--- src/rtl/nfc_pkg.sv ---
package nfc_pkg;
    localparam int ADDR_W = 4;

    localparam logic [ADDR_W-1:0] A_STAT  = 4'd0;
    localparam logic [ADDR_W-1:0] A_IRQ   = 4'd1;
    localparam logic [ADDR_W-1:0] A_CTL   = 4'd2;
    localparam logic [ADDR_W-1:0] A_RST   = 4'd3;
    localparam logic [ADDR_W-1:0] A_PGCTL = 4'd4;
    localparam logic [ADDR_W-1:0] A_READ  = 4'd12;
    // addresses 8..11 are queued; their low two bits select the cycle kind

    typedef enum logic [2:0] {
        K_CMD = 3'd0,
        K_ADR = 3'd1,
        K_DAT = 3'd2,
        K_RDQ = 3'd3,
        K_PRD = 3'd4
    } kind_e;

    typedef struct packed {
        kind_e      kind;
        logic [7:0] data;
    } entry_t;
endpackage

--- src/rtl/nfc_rb_sync.sv ---
module nfc_rb_sync #(
    parameter int STAGES = 2
) (
    input  logic clk,
    input  logic rst_n,
    input  logic rb_async,
    output logic ready,
    output logic ready_rise
);
    typedef struct packed {
        logic [STAGES-1:0] sync;
        logic              prev;
    } st_t;

    st_t q, d;

    always_comb begin
        d      = q;
        d.sync = {q.sync[STAGES-2:0], rb_async};
        d.prev = q.sync[STAGES-1];
    end

    always_ff @(posedge clk or negedge rst_n) begin
        if (!rst_n) q <= '{sync: '1, prev: 1'b1};
        else        q <= d;
    end

    assign ready      = q.sync[STAGES-1];
    assign ready_rise = q.sync[STAGES-1] && !q.prev;
endmodule

--- src/rtl/nfc_wbuf.sv ---
module nfc_wbuf import nfc_pkg::*; #(
    parameter int DEPTH = 4
) (
    input  logic   clk,
    input  logic   rst_n,
    input  logic   push,
    input  entry_t push_data,
    input  logic   pop,
    output entry_t head,
    output logic   valid,
    output logic   full,
    output logic   empty
);
    localparam int PTR_W = (DEPTH > 1) ? $clog2(DEPTH) : 1;
    localparam int CNT_W = $clog2(DEPTH + 1);

    typedef struct packed {
        logic [PTR_W-1:0] wr;
        logic [PTR_W-1:0] rd;
        logic [CNT_W-1:0] cnt;
    } st_t;

    st_t    q, d;
    entry_t mem [DEPTH];
    logic   do_push, do_pop;

    function automatic logic [PTR_W-1:0] bump(input logic [PTR_W-1:0] p);
        return (p == PTR_W'(DEPTH - 1)) ? '0 : p + 1'b1;
    endfunction

    assign full    = (q.cnt == CNT_W'(DEPTH));
    assign empty   = (q.cnt == '0);
    assign valid   = !empty;
    assign head    = mem[q.rd];
    assign do_push = push && !full;
    assign do_pop  = pop && !empty;

    always_comb begin
        d = q;
        if (do_push) d.wr = bump(q.wr);
        if (do_pop)  d.rd = bump(q.rd);
        case ({do_push, do_pop})
            2'b10:   d.cnt = q.cnt + 1'b1;
            2'b01:   d.cnt = q.cnt - 1'b1;
            default: d.cnt = q.cnt;
        endcase
    end

    always_ff @(posedge clk or negedge rst_n) begin
        if (!rst_n) q <= '0;
        else        q <= d;
    end

    always_ff @(posedge clk) begin
        if (do_push) mem[q.wr] <= push_data;
    end

    assert_level_bound_R4: assert property (@(posedge clk) disable iff (!rst_n)
        q.cnt <= CNT_W'(DEPTH));
    assert_full_drops_R4: assert property (@(posedge clk) disable iff (!rst_n)
        (full && push && !pop) |=> full);
endmodule

--- src/rtl/nfc_strobe_seq.sv ---
module nfc_strobe_seq import nfc_pkg::*; #(
    parameter int STROBE_LO = 2,
    parameter int STROBE_HI = 2
) (
    input  logic       clk,
    input  logic       rst_n,
    input  logic       entry_valid,
    input  entry_t     entry,
    input  logic       auto_rd,
    input  logic [7:0] nand_din,
    output logic       pop,
    output logic       cle,
    output logic       ale,
    output logic       we_n,
    output logic       re_n,
    output logic [7:0] dout,
    output logic       done,
    output kind_e      done_kind,
    output logic [7:0] rd_byte
);
    localparam int MAXPH = (STROBE_LO > STROBE_HI) ? STROBE_LO : STROBE_HI;
    localparam int CW    = $clog2(MAXPH + 1);

    typedef struct packed {
        logic          busy;
        logic          low;
        logic [CW-1:0] cnt;
        kind_e         kind;
        logic [7:0]    data;
    } st_t;

    st_t  q, d;
    logic is_rd;

    assign is_rd = (q.kind == K_RDQ) || (q.kind == K_PRD);

    always_comb begin
        d    = q;
        pop  = 1'b0;
        done = 1'b0;
        if (!q.busy) begin
            if (entry_valid) begin
                pop    = 1'b1;
                d.busy = 1'b1;
                d.low  = 1'b1;
                d.cnt  = '0;
                d.kind = entry.kind;
                d.data = entry.data;
            end else if (auto_rd) begin
                d.busy = 1'b1;
                d.low  = 1'b1;
                d.cnt  = '0;
                d.kind = K_PRD;
                d.data = '0;
            end
        end else if (q.low) begin
            if (q.cnt == CW'(STROBE_LO - 1)) begin
                d.low = 1'b0;
                d.cnt = '0;
                if (is_rd) d.data = nand_din;
            end else begin
                d.cnt = q.cnt + 1'b1;
            end
        end else begin
            if (q.cnt == CW'(STROBE_HI - 1)) begin
                d.busy = 1'b0;
                done   = 1'b1;
            end else begin
                d.cnt = q.cnt + 1'b1;
            end
        end
    end

    always_ff @(posedge clk or negedge rst_n) begin
        if (!rst_n) q <= '{busy: 1'b0, low: 1'b0, cnt: '0, kind: K_CMD, data: '0};
        else        q <= d;
    end

    assign cle       = q.busy && (q.kind == K_CMD);
    assign ale       = q.busy && (q.kind == K_ADR);
    assign we_n      = !(q.busy && q.low && !is_rd);
    assign re_n      = !(q.busy && q.low && is_rd);
    assign dout      = q.data;
    assign done_kind = q.kind;
    assign rd_byte   = q.data;

    assert_one_strobe_R2: assert property (@(posedge clk) disable iff (!rst_n)
        !(!we_n && !re_n));
    assert_cle_ale_excl_R2: assert property (@(posedge clk) disable iff (!rst_n)
        !(cle && ale));
    assert_no_pop_busy_R3: assert property (@(posedge clk) disable iff (!rst_n)
        (!we_n || !re_n) |-> !pop);
    generate
        if (STROBE_LO >= 2) begin : g_lo_chk
            assert_we_low_hold_R3: assert property (@(posedge clk) disable iff (!rst_n)
                $fell(we_n) |=> !we_n);
        end
    endgenerate
endmodule

--- src/rtl/nfc_host_if.sv ---
module nfc_host_if import nfc_pkg::*; #(
    parameter int WB_DEPTH    = 4,
    parameter int STROBE_LO   = 2,
    parameter int STROBE_HI   = 2,
    parameter int SYNC_STAGES = 2,
    parameter int SEC_SMALL   = 256,
    parameter int SEC_LARGE   = 512
) (
    input  logic              clk,
    input  logic              rst_n,
    input  logic              host_we,
    input  logic [ADDR_W-1:0] host_addr,
    input  logic [7:0]        host_wdata,
    output logic [7:0]        host_rdata,
    output logic              nand_cle,
    output logic              nand_ale,
    output logic              nand_we_n,
    output logic              nand_re_n,
    output logic [7:0]        nand_dout,
    input  logic [7:0]        nand_din,
    input  logic              nand_rb_n,
    output logic              ecc_clear,
    output logic              pg_rd_valid,
    output logic [7:0]        pg_rd_data
);
    localparam int SEC_W = $clog2(SEC_LARGE);

    typedef struct packed {
        logic [4:0]       irq;
        logic             ctl_large;
        logic             rst_pend;
        logic             pg_wr;
        logic             pg_rd;
        logic [SEC_W-1:0] xfer;
        logic [7:0]       rd_reg;
        logic             full_prev;
    } st_t;

    st_t        q, d;
    entry_t     push_entry, head;
    kind_e      done_kind;
    logic       q_write, push, wb_valid, wb_full, wb_empty, pop;
    logic       seq_done, ready, ready_rise, wr_finish;
    logic [7:0] rd_byte;
    logic [4:0] irq_set, irq_clr;
    logic [SEC_W-1:0] sec_last;

    assign q_write    = host_we && (host_addr[3:2] == 2'b10);
    assign push       = q_write;
    assign push_entry = '{kind: kind_e'({1'b0, host_addr[1:0]}), data: host_wdata};
    assign sec_last   = q.ctl_large ? SEC_W'(SEC_LARGE - 1) : SEC_W'(SEC_SMALL - 1);

    nfc_rb_sync #(.STAGES(SYNC_STAGES)) u_rb (
        .clk(clk), .rst_n(rst_n), .rb_async(nand_rb_n),
        .ready(ready), .ready_rise(ready_rise)
    );

    nfc_wbuf #(.DEPTH(WB_DEPTH)) u_wbuf (
        .clk(clk), .rst_n(rst_n), .push(push), .push_data(push_entry),
        .pop(pop), .head(head), .valid(wb_valid), .full(wb_full), .empty(wb_empty)
    );

    nfc_strobe_seq #(.STROBE_LO(STROBE_LO), .STROBE_HI(STROBE_HI)) u_seq (
        .clk(clk), .rst_n(rst_n), .entry_valid(wb_valid), .entry(head),
        .auto_rd(q.pg_rd), .nand_din(nand_din), .pop(pop),
        .cle(nand_cle), .ale(nand_ale), .we_n(nand_we_n), .re_n(nand_re_n),
        .dout(nand_dout), .done(seq_done), .done_kind(done_kind), .rd_byte(rd_byte)
    );

    always_comb begin
        d         = q;
        wr_finish = 1'b0;
        d.full_prev = wb_full;

        if (host_we && host_addr == A_CTL) d.ctl_large = host_wdata[0];
        if (host_we && host_addr == A_PGCTL && !q.pg_wr && !q.pg_rd) begin
            if (host_wdata[0]) begin
                d.pg_rd = 1'b1;
                d.xfer  = '0;
            end else if (host_wdata[1]) begin
                d.pg_wr = 1'b1;
                d.xfer  = '0;
            end
        end

        if (seq_done && done_kind == K_DAT && q.pg_wr) begin
            if (q.xfer == sec_last) begin
                d.pg_wr   = 1'b0;
                d.xfer    = '0;
                wr_finish = 1'b1;
            end else begin
                d.xfer = q.xfer + 1'b1;
            end
        end
        if (seq_done && done_kind == K_PRD) begin
            if (q.xfer == sec_last) begin
                d.pg_rd = 1'b0;
                d.xfer  = '0;
            end else begin
                d.xfer = q.xfer + 1'b1;
            end
        end
        if (seq_done && done_kind == K_RDQ) d.rd_reg = rd_byte;

        if (q.rst_pend) begin
            d.rst_pend = 1'b0;
            d.xfer     = '0;
        end
        if (host_we && host_addr == A_RST && host_wdata[0]) d.rst_pend = 1'b1;

        irq_set = {wr_finish,
                   seq_done && done_kind == K_RDQ,
                   q.full_prev && !wb_full,
                   q_write && wb_full,
                   ready_rise};
        irq_clr = (host_we && host_addr == A_IRQ) ? host_wdata[4:0] : 5'd0;
        d.irq   = (q.irq & ~irq_clr) | irq_set;
    end

    always_ff @(posedge clk or negedge rst_n) begin
        if (!rst_n) q <= '{irq: '0, ctl_large: 1'b1, rst_pend: 1'b0, pg_wr: 1'b0,
                           pg_rd: 1'b0, xfer: '0, rd_reg: '0, full_prev: 1'b0};
        else        q <= d;
    end

    always_comb begin
        case (host_addr)
            A_STAT:  host_rdata = {3'b000, wb_empty, q.pg_rd, q.pg_wr, wb_full, ready};
            A_IRQ:   host_rdata = {3'b000, q.irq};
            A_CTL:   host_rdata = {7'd0, q.ctl_large};
            A_RST:   host_rdata = {7'd0, q.rst_pend};
            A_READ:  host_rdata = q.rd_reg;
            default: host_rdata = 8'd0;
        endcase
    end

    assign ecc_clear   = q.rst_pend;
    assign pg_rd_valid = seq_done && done_kind == K_PRD;
    assign pg_rd_data  = rd_byte;

    assert_overflow_flag_R4: assert property (@(posedge clk) disable iff (!rst_n)
        (q_write && wb_full) |=> q.irq[1]);
    assert_rst_selfclear_R9: assert property (@(posedge clk) disable iff (!rst_n)
        (q.rst_pend && !(host_we && host_addr == A_RST && host_wdata[0])) |=> !q.rst_pend);
    assert_wr_done_R10: assert property (@(posedge clk) disable iff (!rst_n)
        $fell(q.pg_wr) |-> q.irq[4]);
    assert_ready_event_R8: assert property (@(posedge clk) disable iff (!rst_n)
        ready_rise |=> q.irq[0]);
    assert_rd_ready_R6: assert property (@(posedge clk) disable iff (!rst_n)
        (seq_done && done_kind == K_RDQ) |=> q.irq[3]);
endmodule

--- config.mk ---
export PLATFORM = sky130hd
export DESIGN_NAME = nfc_host_if
export DESIGN_NICKNAME = d
export VERILOG_FILES = /design/src/rtl/nfc_pkg.sv /design/src/rtl/nfc_rb_sync.sv /design/src/rtl/nfc_wbuf.sv /design/src/rtl/nfc_strobe_seq.sv /design/src/rtl/nfc_host_if.sv
export SDC_FILE = /design/constraint.sdc
export NUM_CORES = 1
export LEC_CHECK = 0
export BUFFER_PORTS_ARGS = -buffer_cell sky130_fd_sc_hd__buf_2
export CAP_MARGIN = 20
export CELL_PAD_IN_SITES_DETAIL_PLACEMENT = 0
export CELL_PAD_IN_SITES_GLOBAL_PLACEMENT = 1
export CORE_MARGIN = 2
export CORE_UTILIZATION = 45
export CTS_BUF_LIST = sky130_fd_sc_hd__clkbuf_16
export DETAILED_ROUTE_END_ITERATION = 16
export PLACE_DENSITY_LB_ADDON = 0.2
export SLEW_MARGIN = 40
export SYNTH_ARGS = -nofsm -noshare
export SYNTH_HDL_FRONTEND = slang
export SYNTH_SLANG_ARGS = --single-unit
--- constraint.sdc ---
create_clock -name clk -period 4.3 [get_ports clk]
set_input_delay 0.43 -clock clk [delete_from_list [all_inputs] [get_ports clk]]
set_output_delay 0.43 -clock clk [all_outputs]
set_load 0.01 [all_outputs]
[Word level (Yosys, flattened, before mapping)]
Memory sizes are Yosys's and may differ from the RTL's.
Index checks and enable logic that the tools add are counted.
Cells by class
  $add $sub $neg: 6
  multiply operators: 0
  div/mod/pow operators: 0
  magnitude comparators: 0
  eq/ne operators: 23
  shift operators: 0
  mux-type cells: 42
  bitwise logic cells: 4
  reductions and logical operators: 41
Operator list (number)
  2-to-1 mux 9 bit: 6
  one-hot mux 8 bit (5 select lines): 1
  2-to-1 mux 8 bit: 4
  2-to-1 mux 15 bit: 2
  logical AND 1 bit: 22
  2-to-1 mux 1 bit: 19
  2-to-1 mux 11 bit: 1
  2-to-1 mux 10 bit: 1
  2-to-1 mux 2 bit: 5
  adder 9 x 1 -> 9 bit (second input constant): 1
  equality test 9 bit: 1
  equality test 2 bit (second input constant): 4
  equality test 4 x 2 -> 1 bit (second input constant): 2
  logical NOT 1 bit: 8
  inequality test 2 bit (second input constant): 4
  adder 2 x 1 -> 2 bit (second input constant): 3
  equality test 3 x 2 -> 1 bit (second input constant): 2
  equality test 3 bit (second input constant): 2
  logical NOT 3 bit: 2
  one-hot mux 3 bit (2 select lines): 1
  AND reduction 2 bit: 3
  bitwise AND 5 bit: 1
  2-to-1 mux 5 bit: 1
  inverter 5 bit: 1
  18 further kinds: 19
Storage, ports and cells
  register bits after elaboration: 52
  bits in latches: 0
  bits in writable memories: 40
  ROM bits: 0
  input bits: 24
  output and inout bits: 30
  logic and storage cells: 135
  memories: 1
Memories
  u_wbuf.mem: words 4, bits a word 10, rd ports 1, clocked after Yosys merged registers in 0, write ports 1, RTL line nfc_wbuf.sv:24  | entry_t mem [DEPTH];

[Logic depth before layout (Yosys ltp)]
Gate-level depths: netlist (run 1).
  depth after elaboration: 9
  depth in mapped cells: 11
  gate-level depth less buffers: 11

[Cells and area by module]
From an unflattened synthesis (run 1), not the netlist that was laid out.
Second synthesis, totals
  cell total of the unflattened synthesis: 334
  area, all modules: 4511.8 sq um
By module, submodules not included
  nfc_wbuf: times used 1, cells an instance 99, area each 2040.7 sq um, sequential area each 1496.4 sq um
  nfc_host_if: times used 1, cells an instance 145, area each 1493.9 sq um, sequential area each 676.9 sq um
  nfc_strobe_seq: times used 1, cells an instance 86, area each 884.6 sq um, sequential area each 375.4 sq um
  nfc_rb_sync: times used 1, cells an instance 4, area each 92.6 sq um, sequential area each 78.8 sq um

[Least setup slack after synthesis (run 1)]
OpenSTA, ideal clock, no wires.
  path type: reg-to-reg
  from: register u_seq.q[14] (netlist bit)
  to: register u_wbuf.q[2] (netlist bit)
  library setup time: 79 ps
  arrival: 1935 ps
  data required time: 4221 ps
  path slack: 2286 ps
  cell stages (with the launch flop): 10
  path buffers: 2
  clock period less this slack: 2014 ps
  path through: dfrtp_1 buf_4 nor2_1 buf_2 ha_1 inv_1 fa_1 xor2_1 nor2_1 xor2_1
Between the ends
  cells in the longest elaborated chain, start to end: 4
  elaborated cells between the ends (all ways): 6
  those cells by class: eq/ne (2); mux (2); reduce/logical (2)
Ends and longest elaborated chain
  start, declared: RTL line nfc_strobe_seq.sv:32  | st_t q, d;
  start signal, assigned: RTL line nfc_strobe_seq.sv:75  | if (!rst_n) q <= '{busy: 1'b0, low: 1'b0, cnt: '0, kind: K_CMD, data: '0};
  2-to-1 mux 1 bit *: RTL line nfc_strobe_seq.sv:41  | if (!q.busy) begin
  logical AND 1 bit *: RTL line nfc_wbuf.sv:36  | assign do_pop = pop && !empty;
  via u_wbuf.do_pop: RTL line nfc_wbuf.sv:25  | logic do_push, do_pop;
  equality test 2 x 1 -> 1 bit or equality test 2 bit (tied branches): RTL line nfc_wbuf.sv:42  | case ({do_push, do_pop})
  one-hot mux 3 bit (2 select lines) or nonzero test 2 bit (tied branches)
  end signal, assigned: RTL line nfc_wbuf.sv:50  | if (!rst_n) q <= '0;
  end signal, assigned: RTL line nfc_wbuf.sv:51  | else q <= d;
  end, declared: RTL line nfc_wbuf.sv:23  | st_t q, d;
The timed path passes the listed nets; every way through them passes the cells marked *.
A chain may end at the register's enable or synchronous reset.

[Worst setup path after layout (run 1)]
  from: register u_seq.q[14] (netlist bit)
  to: register u_wbuf.q[2] (netlist bit)
Between the ends
  cells in the longest elaborated chain, start to end: 4
  elaborated cells between the ends (all ways): 6
  those cells by class: eq/ne (2); mux (2); reduce/logical (2)
Ends and longest elaborated chain (RTL line)
  2-to-1 mux 1 bit *: nfc_strobe_seq.sv:41
  logical AND 1 bit *: nfc_wbuf.sv:36
  equality test 2 x 1 -> 1 bit or equality test 2 bit (tied branches): nfc_wbuf.sv:42
  one-hot mux 3 bit (2 select lines) or nonzero test 2 bit (tied branches)
Every way passes the cells marked *; elsewhere a longest branch is shown, timed or not.

==> reports/metrics.csv, run 1 <==
stage,metric,value,unit
clocking,cts.clk_slew.worst_paths,0.06,ns
route,wirelength,8.539,mm
timing,hold_viol_final,0,
logic_synthesis,synthArstFlopShare,56.52,%
pwr,powerDensity,658.2,mW/mm^2
floorplan,fp-row-count,35,
global_route,grt_use_met1,25.60,%
critical_path,endpoint_kind,register,
logic_synthesis,ys.flop_type,dfrtp_1,
timing,hold_ws,0.1898,ns
clocking,cts_hold_buffers,0,
logic_synthesis,syn_area,0.004298,mm^2
floorplan,dieArea,0.01035,mm^2
logic_synthesis,syn_nets,349,
floorplan,initial_core_util,46.51,%
outcome,status,finished clean,
layout,antenna_cells,0,
global_route,grt_max_degree,53,
worst_hold_path,hold_class,input port to register,
timing,max_slew.worst_pin.slew,0.7323,ns
route,first_pass_iters,5,
timing,skew,0.003262,ns
clocking,cts-root-buf,clkbuf_16,
logic_synthesis,yosysWarnings,0,
flow_run,max_cap_viol_count,0,
clocking,cts_buffers,9,
global_route,grt_overflow,0,
clocking,post_cts_buffers,0,
clocking,cts.sinks,92,
logic_synthesis,yosysTopAreaCell,dfrtp_1,
timing,setup_violations,0,
floorplan,coreArea,0.009240,mm^2
logic_synthesis,yosys-top-cells-area,"dfrtp_1 (28%), edfxtp_1 (28%), mux4_2 (5.8%), mux2_2 (5.2%), buf_4 (3.1%)",
route,drc_errors,0,
global_route,grt_util_met2,27.28,%
global_route,first_global_vias,2533,
critical_path,required,4.56,ns
place,gp_congestion,0.7827,
timing,max_freq,0.4115,GHz
logic_synthesis,synth_top_area_share,27.95,%
layout,register_area,0.002507,mm^2
layout,n_fill_cell,797,
logic_synthesis,ys_seq_area_share,58.34,%
clocking,cts_buffer_depth,2,
critical_path,critPathKind,register to register,
critical_path,cp_slowest_stage_delay,0.64,ns
clocking,cts_tree,done,
global_route,antenna_found_initial,0,
clocking,insertion_delay,0.33,ns
critical_path,slowest_stage,dfrtp_1,
critical_path,path_common_cell,xor2_1,
timing,finalCritPeriodShare,56.52,%
floorplan,fp.dieW,101.7,um
logic_synthesis,synth-edff-count,40,
place,numPortBuffers,53,
clocking,htree_num_levels,3,
route,vias_per_cell,5.270,
logic_synthesis,synth.avg_cell_area,13.56,um^2
logic_synthesis,synth_cell_types,55,
route,wl_per_cell,17.36,um
critical_path,crit_family,simple AND/OR/NAND/NOR gates,
logic_synthesis,ys_seq_elements,92,
critical_path,worst_setup_path_start_kind,register,
timing,slew_headroom,51.07,%
global_route,grt_use_met3,3.589,%
timing,drv_slew,0,
route,drtAntennaViolNets,0,
route,vias,2593,
layout,area_growth,13.57,%
pwr,vdd_drop_max,230.2,uV
timing,min_period,2.430,ns
route,drt-initial-drc-count,76,
global_route,busiest_layer,met2,
global_route,grtUsageTotal,17.91,%
layout,drive_gt1_share,31.96,%
clocking,cts_resized,0,
floorplan,fp.dieH,101.7,um
critical_path,path_cells,nor2_2 -> ha_1 -> inv_1 -> fa_1 -> xor2_1 -> nor2_1 -> xor2_1,
logic_synthesis,syn_inst,317,
critical_path,critPathMaxFanout,19,
timing,rsz0062_at_grt,false,
layout,multiInputGateArea,0.001549,mm^2
floorplan,ios,54,
timing,setup_tns,0,ns
critical_path,worst-path-buf-inv,1,
layout,nets,390,
global_route,grt_pass1_wl,13.74,mm
pwr,p_leak,2.027,nW
critical_path,critical_path_arrival,2.69,ns
place,detailed_place_hpwl,6.064,mm
==> stage by stage <==
step | worst slack (ns) | area, um^2 | utilization [%] | power (mW) | std cells
after floorplan | 2.286 | 4298 | - | 2.209 | 317
after global placement | 1.742 | 4556 | 49.30 | 2.364 | 476
after detailed placement | 1.582 | 4556 | 49.30 | 2.386 | 476
after CTS | 1.605 | 4878 | 52.80 | 3.249 | 492
after global routing | 1.661 | 4881 | 52.82 | 3.416 | 492
final | 1.870 | 4881 | 52.82 | 3.213 | 492
==> where the power goes <==
| part | switching [mW] | internal [mW] | leakage, nW | total (mW) |
|---|---|---|---|---|
| registers | 0.294 | 1.15 | 0.995 | 1.44 |
| clock network | 0.338 | 0.515 | 0.160 | 0.852 |
| logic | 0.427 | 0.491 | 0.872 | 0.919 |
==> cell usage in the layout (no fill, tap or decap), types with 2 or more instances in the layout <==
cell,count
a21o_1,2
a21oi_1,4
a22o_1,12
a31oi_1,4
and2_1,7
and3_1,4
buf_2,53
bufinv_16,2
clkbuf_16,9
dfrtp_1,48
dfstp_2,4
edfxtp_1,40
ha_1,7
inv_1,18
inv_6,2
mux2_2,20
mux2i_1,5
mux4_2,11
nand2_1,23
nand3_1,10
nand3b_1,2
nor2_1,16
nor2_2,2
nor2b_1,2
nor3_1,4
nor4_1,3
o211ai_1,2
o21ai_0,11
o221ai_1,3
or3_1,2
xnor2_1,3
xor2_1,2
==> kinds of logic after synthesis <==
group / after synthesis / share of synthesized area (%)
DFF: 92 / 58.34
AOI/OAI and AO/OA: 47 / 8.559
muxes: 36 / 12.17
buffers and inverters: 42 / 5.677
adders and majority gates: 8 / 2.504
and+or+nand+nor: 87 / 11.73
xor gates and xnor gates: 5 / 1.019
==> cell usage after synthesis (2+ instances only) <==
library cell,n
o221ai_1,3
a21o_1,2
and2_1,7
o211ai_1,2
nor3_1,4
nor2_1,17
xnor2_1,3
ha_1,7
nor4_1,3
xor2_1,2
a22o_1,12
mux2_2,20
inv_1,18
clkbuf_1,3
a31oi_1,4
nand3_1,10
nor2b_1,2
and3_1,4
a21oi_1,4
edfxtp_1,40
nand3b_1,2
buf_4,18
dfrtp_1,48
o21ai_0,11
mux4_2,11
nand2_1,23
dfstp_2,4
mux2i_1,5
or3_1,2
==> routing by layer <==
metal | vias up | wire (um)
met2 | 51 | 3983
met1 | 1301 | 4170
met5 | - | 0
met3 | 7 | 275
met4 | 0 | 110
li1 | 1234 | -
==> worst reg2reg max path, delay by kind of cell (launching register included) <==
family,cells,cell delay (ns)
adders and majority gates,2,0.66
DFF,1,0.64
xor gates and xnor gates,2,0.29
and+or+nand+nor,2,0.71
buffers and inverters,1,0.06
==> final cells by class <==
type	count	share of cell area, %
Clock buffer	9	4.614
Clock inverter	7	1.999
Inverter	18	1.384
Multi-Input combinational cell	183	31.74
Sequential cell	92	51.37
Tap cell	129	3.307
Timing Repair Buffer	54	5.588
==> path summary, 6_finish.rpt <==
check                      slack, ns  cells after the start          end        start
setup reg to reg                1.87                      7  u_wbuf.q[2]  u_seq.q[14]
hold / removal                  0.19                      1    u_rb.d[2]    nand_rb_n
min in group asynchronous       0.20                      2        q[12]        rst_n
hold reg to reg                 0.36                      0   u_rb.ready    u_rb.d[2]
setup / recovery                1.87                      7  u_wbuf.q[2]  u_seq.q[14]
max in group asynchronous       3.64                      2         q[5]        rst_n
==> registers in the layout, indices dropped and copies added, names as in the netlist, 3 cells and up <==
register / cells
q: 26
u_seq.done_kind: 3
u_seq.dout: 8
u_seq.q: 4
u_wbuf.mem: 40
u_wbuf.q: 7
No activity file was read; power rests on OpenSTA's default activity.
==> inputs of run 2 (changes only) <==
==> constraint.sdc (replaced) <==
create_clock -name clk -period 2.4 [get_ports clk]
set_input_delay 0.24 -clock clk [delete_from_list [all_inputs] [get_ports clk]]
set_output_delay 0.24 -clock clk [all_outputs]
set_load 0.01 [all_outputs]
==> run 2 against run 1 <==
  * Sequential power rose by 74%
  * Clock skew is 0.0057 ns higher
  * Largest power group unchanged
  * Combinational power rose by 93%
  * Critical endpoint unchanged
==> reports/metrics.csv, run 2 (synthesized netlist as in run 1, its figures left out) <==
stage,metric,value,unit,change
worst_hold_path,worstHoldStart,host_wdata[5],,
timing,min_period,1.996,ns,-0.4345 ns
global_route,antenna_found_initial,0,,unchanged
clocking,cts_buffers,9,,unchanged
clocking,htree_num_levels,3,,unchanged
global_route,grt_use_met1,26.15,%,+0.54 points
global_route,grt_use_met3,4.486,%,+0.90 points
route,drtAntennaViolNets,0,,unchanged
timing,rsz0062_at_grt,false,,
route,drt-initial-drc-count,112,,+47%
clocking,cts.sinks,92,,unchanged
layout,top_register,u_wbuf.mem,,
floorplan,coreArea,0.009240,mm^2,unchanged
layout,area_growth,15.43,%,
worst_hold_path,hold_end,u_wbuf.mem[3][5],,
clocking,insertion_delay,0.34,ns,about the same
layout,layout.cells.non_filler,502,,+2.0%
floorplan,ios,54,,unchanged
timing,setup_violations,0,,unchanged
pwr,p_leak,2.076,nW,+2.4%
critical_path,worst_setup_path_start_kind,register,,
layout,drive_gt1_share,33.24,%,+1.3 points
flow_run,max_cap_viol_count,0,,unchanged
pwr,vdd_drop_max,415.5,uV,+80%
pwr,p_comb_share,30.7,%,+2.1 points
place,gp_congestion,0.8194,,+4.7%
critical_path,rrSetupSlack,0.40,ns,-1.47 ns
timing,slew_headroom,64.39,%,+13 points
clocking,post_cts_buffers,0,,unchanged
layout,nets,400,,+2.6%
critical_path,critPathKind,register to register,,
global_route,first_global_vias,2655,,+4.8%
layout,largest_reg_flops,40,,unchanged
timing,drv_slew,0,,unchanged
layout,fin_area,0.004961,mm^2,+1.6%
clocking,cts_buffer_depth,2,,unchanged
floorplan,dieArea,0.01035,mm^2,unchanged
route,wirelength,8.761,mm,+2.6%
critical_path,endpoint_kind,register,,
place,dp.cells,484,,+1.7%
critical_path,rr_worst_depth,11,,+4
critical_path,critical_path_arrival,2.25,ns,-0.44 ns
place,placed_area,0.004628,mm^2,+1.6%
route,vias,2645,,+2.0%
critical_path,required,2.65,ns,-1.91 ns
pwr,p_clk_share,25.7,%,-0.8 points
place,numPortBuffers,53,,unchanged
floorplan,fp-row-count,35,,unchanged
route,wl_per_cell,17.45,um,+0.56%
global_route,grt_util_met2,28.54,%,+1.3 points
layout,layout_commonest_cell,buf_2,,
pwr,finalPower,5.754,mW,+79%
timing,setup_tns,0,ns,unchanged
route,first_pass_iters,4,,-1
layout,most-common-layout-cells,"buf_2 (53), dfrtp_1 (48), edfxtp_1 (40)",,
worst_hold_path,min_path_cells,1,,unchanged
clocking,cts.clk_slew.worst_paths,0.07,ns,about the same
timing,max_slew.worst_pin.slew,0.5341,ns,-0.1982 ns
floorplan,initial_core_util,46.51,%,unchanged
outcome,status,finished clean,,
floorplan,fp.dieH,101.7,um,unchanged
place,detailed_place_hpwl,6.396,mm,+5.5%
pwr,p_int,3.816,mW,+77%
route,vias_per_cell,5.269,,about the same
timing,skew,0.008963,ns,+0.005702 ns
clocking,cts-root-buf,clkbuf_16,,
layout,antenna_cells,0,,unchanged
global_route,busiest_layer,met2,,
critical_path,critPathMaxFanout,5,,-14
global_route,grtUsageTotal,18.55,%,+0.64 points
timing,max_freq,0.5011,GHz,+22%
pwr,p_sw_share,33.68,%,+0.72 points
critical_path,r2r-end,u_wbuf.q[2],,
global_route,grt_pass1_wl,14.26,mm,+3.8%
layout,n_fill_cell,808,,+1.4%
floorplan,fp.dieW,101.7,um,unchanged
timing,finalCritPeriodShare,83.16,%,+27 points
worst_hold_path,hold_class,input port to register,,
route,drc_errors,0,,unchanged
pwr,powerDensity,1160,mW/mm^2,+76%
clocking,cts_tree,done,,
global_route,grt_overflow,0,,unchanged
critical_path,r2r-start,u_wbuf.q[0],,
pwr,sequentialPowerShare,43.7,%,-1.2 points
global_route,grt_max_degree,41,,-23%
timing,hold_viol_final,0,,unchanged
pwr,p_sw,1.938,mW,+83%
[run 2: through the flow]
step	worst slack, ns	hold WS [ns]	util, %
after CTS	0.3966	0.1078	53.69
final	0.4043	0.1126	53.69
after floorplan	0.3861	-0.05559	-
after global placement	0.5069	0.1588	50.09
after detailed placement	0.4355	0.1563	50.09
after global routing	0.1824	0.1104	53.69
[run 2: per-layer routing]
layer,vias up,part of all wire [%]
met5,-,0
met4,0,1.4
met3,9,4.1
met2,60,48
met1,1313,47
li1,1263,-
[run 2: worst max-delay path: stages (launching register included)]
cell     delay, ns
dfrtp_1       0.45
nor2_1        0.11
nand2_1       0.11
inv_1         0.09
nor2_1        0.06
inv_1         0.06
ha_1          0.17
inv_1         0.06
fa_1          0.37
xor2_1        0.15
nor2_1        0.10
xor2_1        0.17
[run 2: power groups by stage]
stage,Sequential (mW),Clock (mW),Combinational (mW)
after CTS,2.52,1.51,1.80
after detailed placement,2.54,0,1.79
after global routing,2.58,1.59,1.99
after global placement,2.53,0,1.77
after floorplan,2.37,0,1.59
final,2.51,1.48,1.77
[run 2: worst max path at each step]
stage / from / endpoint / slack [ns]
6_report: u_wbuf.q[0] / u_wbuf.q[2] / 0.40
4_1_cts: u_wbuf.q[0] / u_wbuf.q[2] / 0.40
3_3_place_gp: u_wbuf.q[0] / u_wbuf.q[2] / 0.51
5_1_grt: u_wbuf.q[0] / u_wbuf.q[2] / 0.18
3_5_place_dp: u_wbuf.q[0] / u_wbuf.q[2] / 0.44
2_1_floorplan: u_seq.q[14] / u_wbuf.q[2] / 0.39
[run 2: layout make-up]
| cell class | instances | area (um^2) | area share (%) |
|---|---|---|---|
| flip-flops and latches | 92 | 2507 | 50.54 |
| multi-input cells | 183 | 1546 | 31.17 |
| repair buffers | 64 | 365.4 | 7.364 |
| clock buffers | 9 | 225.2 | 4.540 |
| well taps | 129 | 161.4 | 3.253 |
| clock inverters | 7 | 87.58 | 1.765 |
| inverters | 18 | 67.56 | 1.362 |
[run 2: timing repair]
action | 4_1_cts | 5_1_grt
hold buffers | 2 | 0
resized for setup | 0 | 0
hold endpoints to repair | 11 | 0
endpoints found under the setup margin | 0 | 0
